`src/rtl/zeng_pkg.sv`:
```
package zeng_pkg;
  localparam int ADDR_W = 4;
  localparam int DATA_W = 8;
  localparam int CODE_W = 4;

  localparam logic [ADDR_W-1:0] A_SIZE_LO = 4'd0;
  localparam logic [ADDR_W-1:0] A_SIZE_HI = 4'd1;
  localparam logic [ADDR_W-1:0] A_THRESH  = 4'd2;
  localparam logic [ADDR_W-1:0] A_CMD     = 4'd3;
  localparam logic [ADDR_W-1:0] A_STAT    = 4'd4;
  localparam logic [ADDR_W-1:0] A_ERR     = 4'd5;
  localparam logic [ADDR_W-1:0] A_OCNT_LO = 4'd6;
  localparam logic [ADDR_W-1:0] A_OCNT_HI = 4'd7;
  localparam logic [ADDR_W-1:0] A_CCNT_LO = 4'd8;
  localparam logic [ADDR_W-1:0] A_CCNT_HI = 4'd9;

  localparam logic [DATA_W-1:0] OP_COMP   = 8'h01;
  localparam logic [DATA_W-1:0] OP_DECOMP = 8'h02;

  localparam logic [DATA_W-1:0] ST_IDLE = 8'h00;
  localparam logic [DATA_W-1:0] ST_BUSY = 8'h80;
  localparam logic [DATA_W-1:0] ST_DONE = 8'h01;
  localparam logic [DATA_W-1:0] ST_FAIL = 8'h02;

  localparam int EB_CMD_BUSY = 0;
  localparam int EB_NO_SIZE  = 1;
  localparam int EC_LSB      = 4;

  typedef enum logic [1:0] {
    OUT_NONE = 2'd0,
    OUT_DONE = 2'd1,
    OUT_FAIL = 2'd2
  } outcome_e;
endpackage

```
`src/rtl/zeng_cnt.sv`:
```
module zeng_cnt #(
  parameter int W = 16
) (
  input  logic         clk,
  input  logic         rst_n,
  input  logic         clr,
  input  logic         inc,
  output logic [W-1:0] q
);
  logic [W-1:0] q_d;
  logic         q_en;

  always_comb begin
    q_en = clr | inc;
    q_d  = clr ? '0 : q + 1'b1;
  end

  always_ff @(posedge clk or negedge rst_n) begin
    if (!rst_n)    q <= '0;
    else if (q_en) q <= q_d;
  end
endmodule

```
`src/rtl/zeng_regs.sv`:
```
module zeng_regs
  import zeng_pkg::*;
#(
  parameter int              CNT_W      = 16,
  parameter logic [DATA_W-1:0] THRESH_RST = 8'h10
) (
  input  logic              clk,
  input  logic              rst_n,
  input  logic              we,
  input  logic [ADDR_W-1:0] addr,
  input  logic [DATA_W-1:0] wdata,
  input  logic              busy,
  input  logic              launch,
  input  logic [DATA_W-1:0] stat,
  input  logic [DATA_W-1:0] err,
  input  logic [CNT_W-1:0]  ocnt,
  input  logic [CNT_W-1:0]  ccnt,
  output logic [CNT_W-1:0]  size_q,
  output logic [DATA_W-1:0] thresh_q,
  output logic [DATA_W-1:0] cmd_q,
  output logic [DATA_W-1:0] rdata
);
  localparam int WIDE = 2 * DATA_W;

  logic [WIDE-1:0]   size_w, size_wn, ocnt_w, ccnt_w;
  logic [CNT_W-1:0]  size_d;
  logic              size_en, thresh_en, cmd_en;

  always_comb begin
    size_w  = WIDE'(size_q);
    size_wn = size_w;
    if (addr == A_SIZE_HI) size_wn[WIDE-1:DATA_W] = wdata;
    else                   size_wn[DATA_W-1:0]    = wdata;
    size_d    = size_wn[CNT_W-1:0];
    size_en   = we && !busy && (addr == A_SIZE_LO || addr == A_SIZE_HI);
    thresh_en = we && (addr == A_THRESH);
    cmd_en    = launch;
  end

  always_ff @(posedge clk or negedge rst_n) begin
    if (!rst_n) begin
      size_q   <= '0;
      thresh_q <= THRESH_RST;
      cmd_q    <= '0;
    end else begin
      if (size_en)   size_q   <= size_d;
      if (thresh_en) thresh_q <= wdata;
      if (cmd_en)    cmd_q    <= wdata;
    end
  end

  always_comb begin
    ocnt_w = WIDE'(ocnt);
    ccnt_w = WIDE'(ccnt);
    unique case (addr)
      A_SIZE_LO: rdata = size_w[DATA_W-1:0];
      A_SIZE_HI: rdata = size_w[WIDE-1:DATA_W];
      A_THRESH:  rdata = thresh_q;
      A_CMD:     rdata = cmd_q;
      A_STAT:    rdata = stat;
      A_ERR:     rdata = err;
      A_OCNT_LO: rdata = ocnt_w[DATA_W-1:0];
      A_OCNT_HI: rdata = ocnt_w[WIDE-1:DATA_W];
      A_CCNT_LO: rdata = ccnt_w[DATA_W-1:0];
      A_CCNT_HI: rdata = ccnt_w[WIDE-1:DATA_W];
      default:   rdata = '0;
    endcase
  end
endmodule

```
`src/rtl/zeng_seq.sv`:
```
module zeng_seq
  import zeng_pkg::*;
(
  input  logic              clk,
  input  logic              rst_n,
  input  logic              cmd_wr,
  input  logic [DATA_W-1:0] wdata,
  input  logic              size_zero,
  input  logic              orig_tick,
  input  logic              orig_hit,
  input  logic              dp_err,
  input  logic [CODE_W-1:0] dp_err_code,
  output logic              launch,
  output logic              busy,
  output logic [DATA_W-1:0] stat_q,
  output logic [DATA_W-1:0] err_q,
  output logic              irq_n,
  output logic              dp_start,
  output logic              dp_clear,
  output logic              dp_cancel,
  output logic              dp_mode
);
  outcome_e          outcome;
  logic              is_start;
  logic [DATA_W-1:0] stat_d, err_d, err_set;
  logic              irq_d, mode_d, start_d, cancel_d;

  assign busy = stat_q[7];

  always_comb begin
    is_start = cmd_wr && (wdata == OP_COMP || wdata == OP_DECOMP);
    launch   = is_start && !busy && !size_zero;

    if (busy && dp_err)                      outcome = OUT_FAIL;
    else if (busy && orig_tick && orig_hit)  outcome = OUT_DONE;
    else                                     outcome = OUT_NONE;

    err_set = '0;
    err_set[EB_CMD_BUSY] = is_start && busy;
    err_set[EB_NO_SIZE]  = is_start && !busy && size_zero;
    if (outcome == OUT_FAIL) err_set[DATA_W-1:EC_LSB] = dp_err_code;

    stat_d = stat_q;
    irq_d  = irq_n;
    err_d  = err_q | err_set;
    if (launch) begin
      stat_d = ST_BUSY;
      irq_d  = 1'b1;
      err_d  = '0;
    end else if (outcome == OUT_DONE) begin
      stat_d = ST_DONE;
      irq_d  = 1'b0;
    end else if (outcome == OUT_FAIL) begin
      stat_d = ST_FAIL;
      irq_d  = 1'b0;
    end

    start_d  = launch;
    cancel_d = (outcome == OUT_FAIL);
    mode_d   = launch ? (wdata == OP_DECOMP) : dp_mode;
  end

  always_ff @(posedge clk or negedge rst_n) begin
    if (!rst_n) begin
      stat_q    <= ST_IDLE;
      err_q     <= '0;
      irq_n     <= 1'b1;
      dp_start  <= 1'b0;
      dp_clear  <= 1'b0;
      dp_cancel <= 1'b0;
      dp_mode   <= 1'b0;
    end else begin
      stat_q    <= stat_d;
      err_q     <= err_d;
      irq_n     <= irq_d;
      dp_start  <= start_d;
      dp_clear  <= start_d;
      dp_cancel <= cancel_d;
      dp_mode   <= mode_d;
    end
  end
endmodule

```
`src/rtl/zeng_ctrl.sv`:
```
module zeng_ctrl
  import zeng_pkg::*;
#(
  parameter int        CNT_W      = 16,
  parameter logic [7:0] THRESH_RST = 8'h10
) (
  input  logic       clk,
  input  logic       rst_n,
  input  logic [3:0] host_addr,
  input  logic [7:0] host_wdata,
  input  logic       host_we,
  output logic [7:0] host_rdata,
  output logic [7:0] fifo_thresh,
  output logic       dp_mode,
  output logic       dp_start,
  output logic       dp_clear,
  output logic       dp_cancel,
  input  logic       dp_orig_tick,
  input  logic       dp_comp_tick,
  input  logic       dp_err,
  input  logic [3:0] dp_err_code,
  output logic       irq_n
);
  localparam int SYNC_N = 2;

  logic [SYNC_N-1:0] rst_sync;
  logic              rst_i_n;
  logic              launch, busy, orig_hit, size_zero;
  logic [7:0]        stat_q, err_q, cmd_q;
  logic [CNT_W-1:0]  size_q, ocnt_q, ccnt_q;
  logic [CNT_W:0]    ocnt_next;

  always_ff @(posedge clk or negedge rst_n) begin
    if (!rst_n) rst_sync <= '0;
    else        rst_sync <= {rst_sync[SYNC_N-2:0], 1'b1};
  end
  assign rst_i_n = rst_sync[SYNC_N-1];

  always_comb begin
    ocnt_next = {1'b0, ocnt_q} + 1'b1;
    orig_hit  = (ocnt_next == {1'b0, size_q});
    size_zero = (size_q == '0);
  end

  zeng_regs #(.CNT_W(CNT_W), .THRESH_RST(THRESH_RST)) u_regs (
    .clk      (clk),
    .rst_n    (rst_i_n),
    .we       (host_we),
    .addr     (host_addr),
    .wdata    (host_wdata),
    .busy     (busy),
    .launch   (launch),
    .stat     (stat_q),
    .err      (err_q),
    .ocnt     (ocnt_q),
    .ccnt     (ccnt_q),
    .size_q   (size_q),
    .thresh_q (fifo_thresh),
    .cmd_q    (cmd_q),
    .rdata    (host_rdata)
  );

  zeng_seq u_seq (
    .clk         (clk),
    .rst_n       (rst_i_n),
    .cmd_wr      (host_we && host_addr == A_CMD),
    .wdata       (host_wdata),
    .size_zero   (size_zero),
    .orig_tick   (dp_orig_tick),
    .orig_hit    (orig_hit),
    .dp_err      (dp_err),
    .dp_err_code (dp_err_code),
    .launch      (launch),
    .busy        (busy),
    .stat_q      (stat_q),
    .err_q       (err_q),
    .irq_n       (irq_n),
    .dp_start    (dp_start),
    .dp_clear    (dp_clear),
    .dp_cancel   (dp_cancel),
    .dp_mode     (dp_mode)
  );

  zeng_cnt #(.W(CNT_W)) u_ocnt (
    .clk   (clk),
    .rst_n (rst_i_n),
    .clr   (launch),
    .inc   (busy && dp_orig_tick),
    .q     (ocnt_q)
  );

  zeng_cnt #(.W(CNT_W)) u_ccnt (
    .clk   (clk),
    .rst_n (rst_i_n),
    .clr   (launch),
    .inc   (busy && dp_comp_tick),
    .q     (ccnt_q)
  );
endmodule

```
`config.mk`:
```
export PLATFORM = sky130hd
export DESIGN_NAME = zeng_ctrl
export DESIGN_NICKNAME = d
export VERILOG_FILES = /design/src/rtl/zeng_pkg.sv /design/src/rtl/zeng_cnt.sv /design/src/rtl/zeng_regs.sv /design/src/rtl/zeng_seq.sv /design/src/rtl/zeng_ctrl.sv
export SDC_FILE = /design/constraint.sdc
export NUM_CORES = 1
export LEC_CHECK = 0
export ABC_CLOCK_PERIOD_IN_PS = 3250
export BUFFER_PORTS_ARGS = -buffer_cell sky130_fd_sc_hd__buf_2
export CAP_MARGIN = 20
export CORE_UTILIZATION = 55
export CTS_CLUSTER_DIAMETER = 150
export DETAILED_ROUTE_END_ITERATION = 10
export PLACE_DENSITY = 0.72
export SLEW_MARGIN = 10
export SYNTH_ARGS = -nofsm -noshare
export SYNTH_HDL_FRONTEND = slang
export SYNTH_SLANG_ARGS = --single-unit
export TNS_END_PERCENT = 1
```
`constraint.sdc`:
```
create_clock -name clk -period 3.25 [get_ports clk]
set_clock_uncertainty 0.2 [all_clocks]
set_input_delay 0.8125 -clock clk [delete_from_list [all_inputs] [get_ports clk]]
set_output_delay 0.8125 -clock clk [all_outputs]
set_load 0.05 [all_outputs]
```
# Yosys cells after proc, flatten, opt, wreduce, memory -nomap -nowiden

Index checks and enable logic that the tools add are counted.

Register bits: 86
Bits of input ports: 22
Word-level logic and storage cells: 69
Output and inout port bits: 21

Reductions and logical operators: 22
Add/sub/neg operators: 3
Muxes and demuxes: 13
Bitwise logic cells: 4
Equality and inequality tests: 14

Operator list:

| operator                                       | number |
|---|---|
| one-hot mux 8 bit (10 select lines)            | 1 |
| adder 16 x 1 -> 16 bit (second input constant) | 2 |
| 2-to-1 mux 16 bit                              | 2 |
| 2-to-1 mux 8 bit                               | 4 |
| adder 16 x 1 -> 17 bit (second input constant) | 1 |
| == test 17 x 16 -> 1 bit                       | 1 |
| == test 4 x 3 -> 1 bit (second input constant) | 4 |
| logical NOT 16 bit                             | 1 |
| logical AND 1 bit                              | 13 |
| == test 4 x 2 -> 1 bit (second input constant) | 2 |
| == test 4 bit (second input constant)          | 2 |
| == test 8 x 1 -> 1 bit (second input constant) | 1 |
| == test 8 x 2 -> 1 bit (second input constant) | 1 |
| bitwise OR 8 bit                               | 1 |
| == test 4 x 1 -> 1 bit (second input constant) | 1 |
| logical NOT 4 bit                              | 1 |
| 2-to-1 mux 1 bit                               | 4 |
| 2-to-1 mux 4 bit                               | 1 |
| AND reduction 2 bit                            | 2 |
| nonzero test 3 bit                             | 1 |
| == test 2 x 1 -> 1 bit (second input constant) | 1 |
| == test 2 bit (second input constant)          | 1 |
| logical NOT 1 bit                              | 2 |
| logical OR 1 bit                               | 2 |
| other kinds (3)                                | 4 |

# Longest topological paths before layout

Depth after elaboration: 9
Mapped depth: 9

# Cells and area by module

A second synthesis with hierarchy kept.

Cell total of the unflattened synthesis: 494
Area total of the unflattened synthesis: 5012.3 um^2

By module, submodules not included:

| module    | area each (um^2) | sequential area each (um^2) | instances | cells each |
|---|---|---|---|---|
| zeng_regs | 1941.9           | 802.0                       | 1         | 175 |
| zeng_cnt  | 872.1            | 400.4                       | 2         | 82 |
| zeng_ctrl | 683.2            | 50.0                        | 1         | 93 |
| zeng_seq  | 643.1            | 326.6                       | 1         | 62 |

# Least setup slack after synthesis

OpenSTA, ideal clock, no wires.

Path type: input to output
Start: in host_addr[2]
End: out host_rdata[1]
Stages on the path: 5
Buffers on the path: 2
Required time: 2.237 ns
Path slack: -0.584 ns
Data arrival time: 2.821 ns
Path through: clkbuf_1 -> buf_1 -> mux2_2 -> a21oi_1 -> o21ai_0

Cells in the longest elaborated chain, start to end: 2
Elaborated cells between the ends (all ways): 11
Classes of those cells: eq/ne: 9; mux: 1; reduce/logical: 1

RTL lines:

| what                                    | line            | RTL |
|---|---|---|
| start: declaration                      | zeng_ctrl.sv:9  | `input logic [3:0] host_addr,` |
| == test 4 bit (tied with other cells)   | zeng_regs.sv:55 | `unique case (addr)` |
| one-hot mux 8 bit (10 select lines) (*) | zeng_regs.sv:55 |  |
| end: declaration                        | zeng_ctrl.sv:12 | `output logic [7:0] host_rdata,` |

Every way passes the cells marked *; elsewhere a longest branch is shown, timed or not.

# Worst setup path in the final report

Start: in host_addr[1]
End: out host_rdata[6]

The elaborated chain is that of the path after synthesis.

==> summary.md <==
| Metric | Value |
|---|---|
| Status | `completed` |
| Initial core utilization | `0.578` |
| Clk sinks | `79` |
| Utilization after layout | `0.664` |
| Finished Layout Cells | `roughly 630` |
| First-pass GRT wire length | `19,300 um` |
| Total global-route track usage | `0.299` |
| Core area | `7850 um2` |
| CP endpoint | `host_rdata[6]` |
| Post-synth ARST share | `1.00` |
| P_leak | `2.30 nW` |
| Final worst slack | `0.0123 ns` |
| Post-route setup TNS | `0 ns` |
| Gpl congestion | `0.952` |
| Synthesized net count | `492` |
| Num CTS Buffers | `9` |
| Worst Setup Path Type | `in -> out` |
| Max VDD drop | `0.354 mV` |
| # DRC | `0` |
| # setup viols final | `0` |
| Via/cell ratio | `6.05` |
| Synthesized area | `roughly 4500 um2` |
| Top_reg_cell synth | `dfrtp_1` |
| Post-synth EDFFs | `0` |
| Detailed Route WL | `12,200 um` |
| NetSw | `roughly 0.82 mW` |
| Pwr Total | `2.40 mW` |
| Dpl hpwl | `~9100 um` |
| Cells after DPL | `609` |
| Largest net degree at the start of global routing | `approximately 80` |
| Max Fclk | `309 MHz` |
| Combinational share of power | `0.202` |
| Setup crit end kind | `output port` |
| Worst r2r dst | `u_seq.stat_q[0]$_DFFE_PN0P_` |
| R2R cell count | `8` |
| Ranking of synthesized cells by area | `dfrtp_1 (42%), mux2_2 (8.2%), xnor2_1 (6.9%)` |
| Fin crit share | `0.996` |
| Sequential fraction of the synthesis area | `0.436` |
| Hold Vio Cnt, Final | `0` |
| # diodes | `0` |
| Vias in the first global route | `3,559` |
| Internal | `1.58 mW` |
| Worst-case clock buffer depth | `2` |
| P&R area growth vs syn | `14.9%` |
| Yosys top cell area share | `0.424` |
| Distinct cells, synth | `60` |
| 1st-iter DRT viols | `a little under 200` |
| Slew margin rel. | `0.358` |
| Area leader, netlist | `dfrtp_1` |
| Measured slew at the worst slew-check pin | `0.963 ns` |
| CTS tree | `done` |
| R2R setup slack | `0.34 ns` |
| CP startpoint kind | `primary input` |
| Fill cells | `664` |
| Worst-Skew Late Latency | `0.35 ns` |
| Clk slew on worst S/H paths | `roughly 0.090 ns` |
| Switching share of total power | `0.343` |
| Combined area of the multi-input logic cells | `between 2000 and 2500 um2` |
| Synth warn | `0` |
| Nets | `542` |
| Clock root cell | `clkbuf_8` |
| Setup crit start | `host_addr[1]` |
| Crit path required time | `between 2 and 2.5 ns` |
| Crit Reg-Reg Startpoint | `u_ocnt.q[1]$_DFFE_PN0P_` |
| Largest fanout on the critical path | `9` |
| Final min period | `3.24 ns` |
| Die area | `~8600 um2` |
| Routed WL per cell | `19.5 um` |
| ANT nets after route | `0` |
| PortBufs | `42` |
| Clock power share | `0.295` |
| H-Tree Depth | `3` |
| Vias | `about 3,800` |
| Fin. max-slew vios | `0` |
| Seq pwr share | `0.503` |
| RSZ-0062 raised after global routing | `yes` |
| Register area | `1980 um2` |
| Io pins | `43` |
| WP data arrival | `2.23 ns` |
| Initial antenna violation count | `0` |
| 1st-pass router iterations | `5` |
| Share of layout cells above drive strength 1 | `0.268` |
| Mapped Cells | `roughly 470` |
| Die W | `92.9 um` |
| Yosys reg bits | `79` |
| Row Count | `32` |
| Dpl ws | `0.0407 ns` |
| Max cap viols | `0` |
| Post-cts hold buffer count | `0` |
| Hold WC Path Type | `in -> async` |
| Grt ovf | `0` |
| PwrDens | `roughly 460 nW/um2` |
| DIE HEIGHT | `92.9 um` |
| Synthesized area per cell | `9.70 um2` |
state kept, by name, summed over array words and instances (netlist names):
register	cells
u_seq.dp_mode	1
u_seq.err_q	6
u_ocnt.q	16
u_regs.size_q	16
u_regs.cmd_q	8
u_seq.stat_q	3
u_seq.dp_cancel	1
u_regs.thresh_q	8
u_seq.irq_n	1
u_seq.dp_start	1
rst_sync	2
u_ccnt.q	16
kinds of logic after synthesis:
logic type / share of synthesized area
other cells: 0.000826
xor+xnor: 0.102
buf+inv: 0.0369
mux: 0.119
fa+ha+maj: 0.00551
compound gates: 0.0976
flops: 0.436
simple gates: 0.202
placed cells by master (no fill, tap or decap), drive strengths merged, types with 10 or more instances in the layout:
master / synthesis / routed
a21oi: 14 / 14
buf: 10 / 65
clkbuf: 19 / 13
dfrtp: 77 / 77
inv: 10 / 12
mux2: 33 / 33
mux2i: 10 / 10
nand2: 34 / 34
nand3: 22 / 22
nand4: 11 / 11
nor2: 60 / 60
nor4: 14 / 14
o21ai: 19 / 19
xnor2: 36 / 36
xor2: 17 / 17
cell usage after synthesis (6+ instances only):
library cell  count
mux2i_1          10
nand4_1          10
nand2_1          33
xnor2_1          36
clkbuf_1         19
inv_1            10
a21oi_1          14
nor2_1           60
mux2_2           33
and2_1            7
xor2_1           17
nor4_1           12
nor2b_1           6
dfrtp_1          77
o21ai_0          19
and3_1            7
nand3_1          21
worst max-delay path: stages:
cell and delay, ns:
buf_2 0.17, buf_6 0.17, mux2i_1 0.22, nor2_1 0.08, a311oi_1 0.32, a211oi_2 0.08
a21o_1 0.17, clkbuf_4 0.20
worst min-delay path by stage:
| stage | cells past startpoint | from | slack (ns) | endpoint |
|---|---|---|---|---|
| floorplan | 0 | rst_sync[0]$_DFF_PN0_ | 0.13 | rst_sync[1]$_DFF_PN0_ |
| global placement | 0 | rst_sync[0]$_DFF_PN0_ | 0.14 | rst_sync[1]$_DFF_PN0_ |
| detailed placement | 0 | rst_sync[0]$_DFF_PN0_ | 0.14 | rst_sync[1]$_DFF_PN0_ |
| CTS | 1 | rst_n | 0.008 | rst_sync[1]$_DFF_PN0_ |
| global route | 1 | rst_n | 0.009 | rst_sync[1]$_DFF_PN0_ |
| finish | 1 | rst_n | 0.02 | rst_sync[1]$_DFF_PN0_ |
metal layers:
layer	vias up	track usage	share of wire
met1	1855	0.416	0.44
met2	145	0.467	0.47
met5	-	0	0
met3	22	0.0599	0.067
met4	0	0.103	0.022
li1	1758	-	-
what timing repair did:
action / 4_1_cts / 5_1_grt
setup endpoints to repair: 0 / 6
setup buffers: 0 / 0
resized for setup: 0 / 8
hold endpoints to repair: 0 / 0
metrics by stage:
| step | hold slack, ns | cell area [um2] |
|---|---|---|
| 2_1_floorplan | 0.131 | 4570 |
| 3_3_place_gp | 0.141 | 4990 |
| 3_5_place_dp | 0.142 | 4990 |
| 4_1_cts | 0.00751 | 5190 |
| 5_1_grt | 0.00852 | 5210 |
| 6_report | 0.0225 | 5210 |
final cells by class:
cell class	count	share of cell area
Tap cell	102	0.0245
Clock inverter	6	0.0103
Sequential cell	79	0.380
Inverter	10	0.00720
Multi-Input combinational cell	350	0.466
Clock buffer	10	0.0264
Timing Repair Buffer	68	0.0854
power groups by stage:
stage | combinational (mW) | clock (mW) | sequential (mW)
CTS | 0.482 | 0.717 | 1.20
finish | 0.486 | 0.707 | 1.21
floorplan | 0.276 | 0 | 1.24
global placement | 0.475 | 0 | 1.22
detailed placement | 0.480 | 0 | 1.22
global route | 0.521 | 0.755 | 1.21
(Power assumes the default switching activity.)
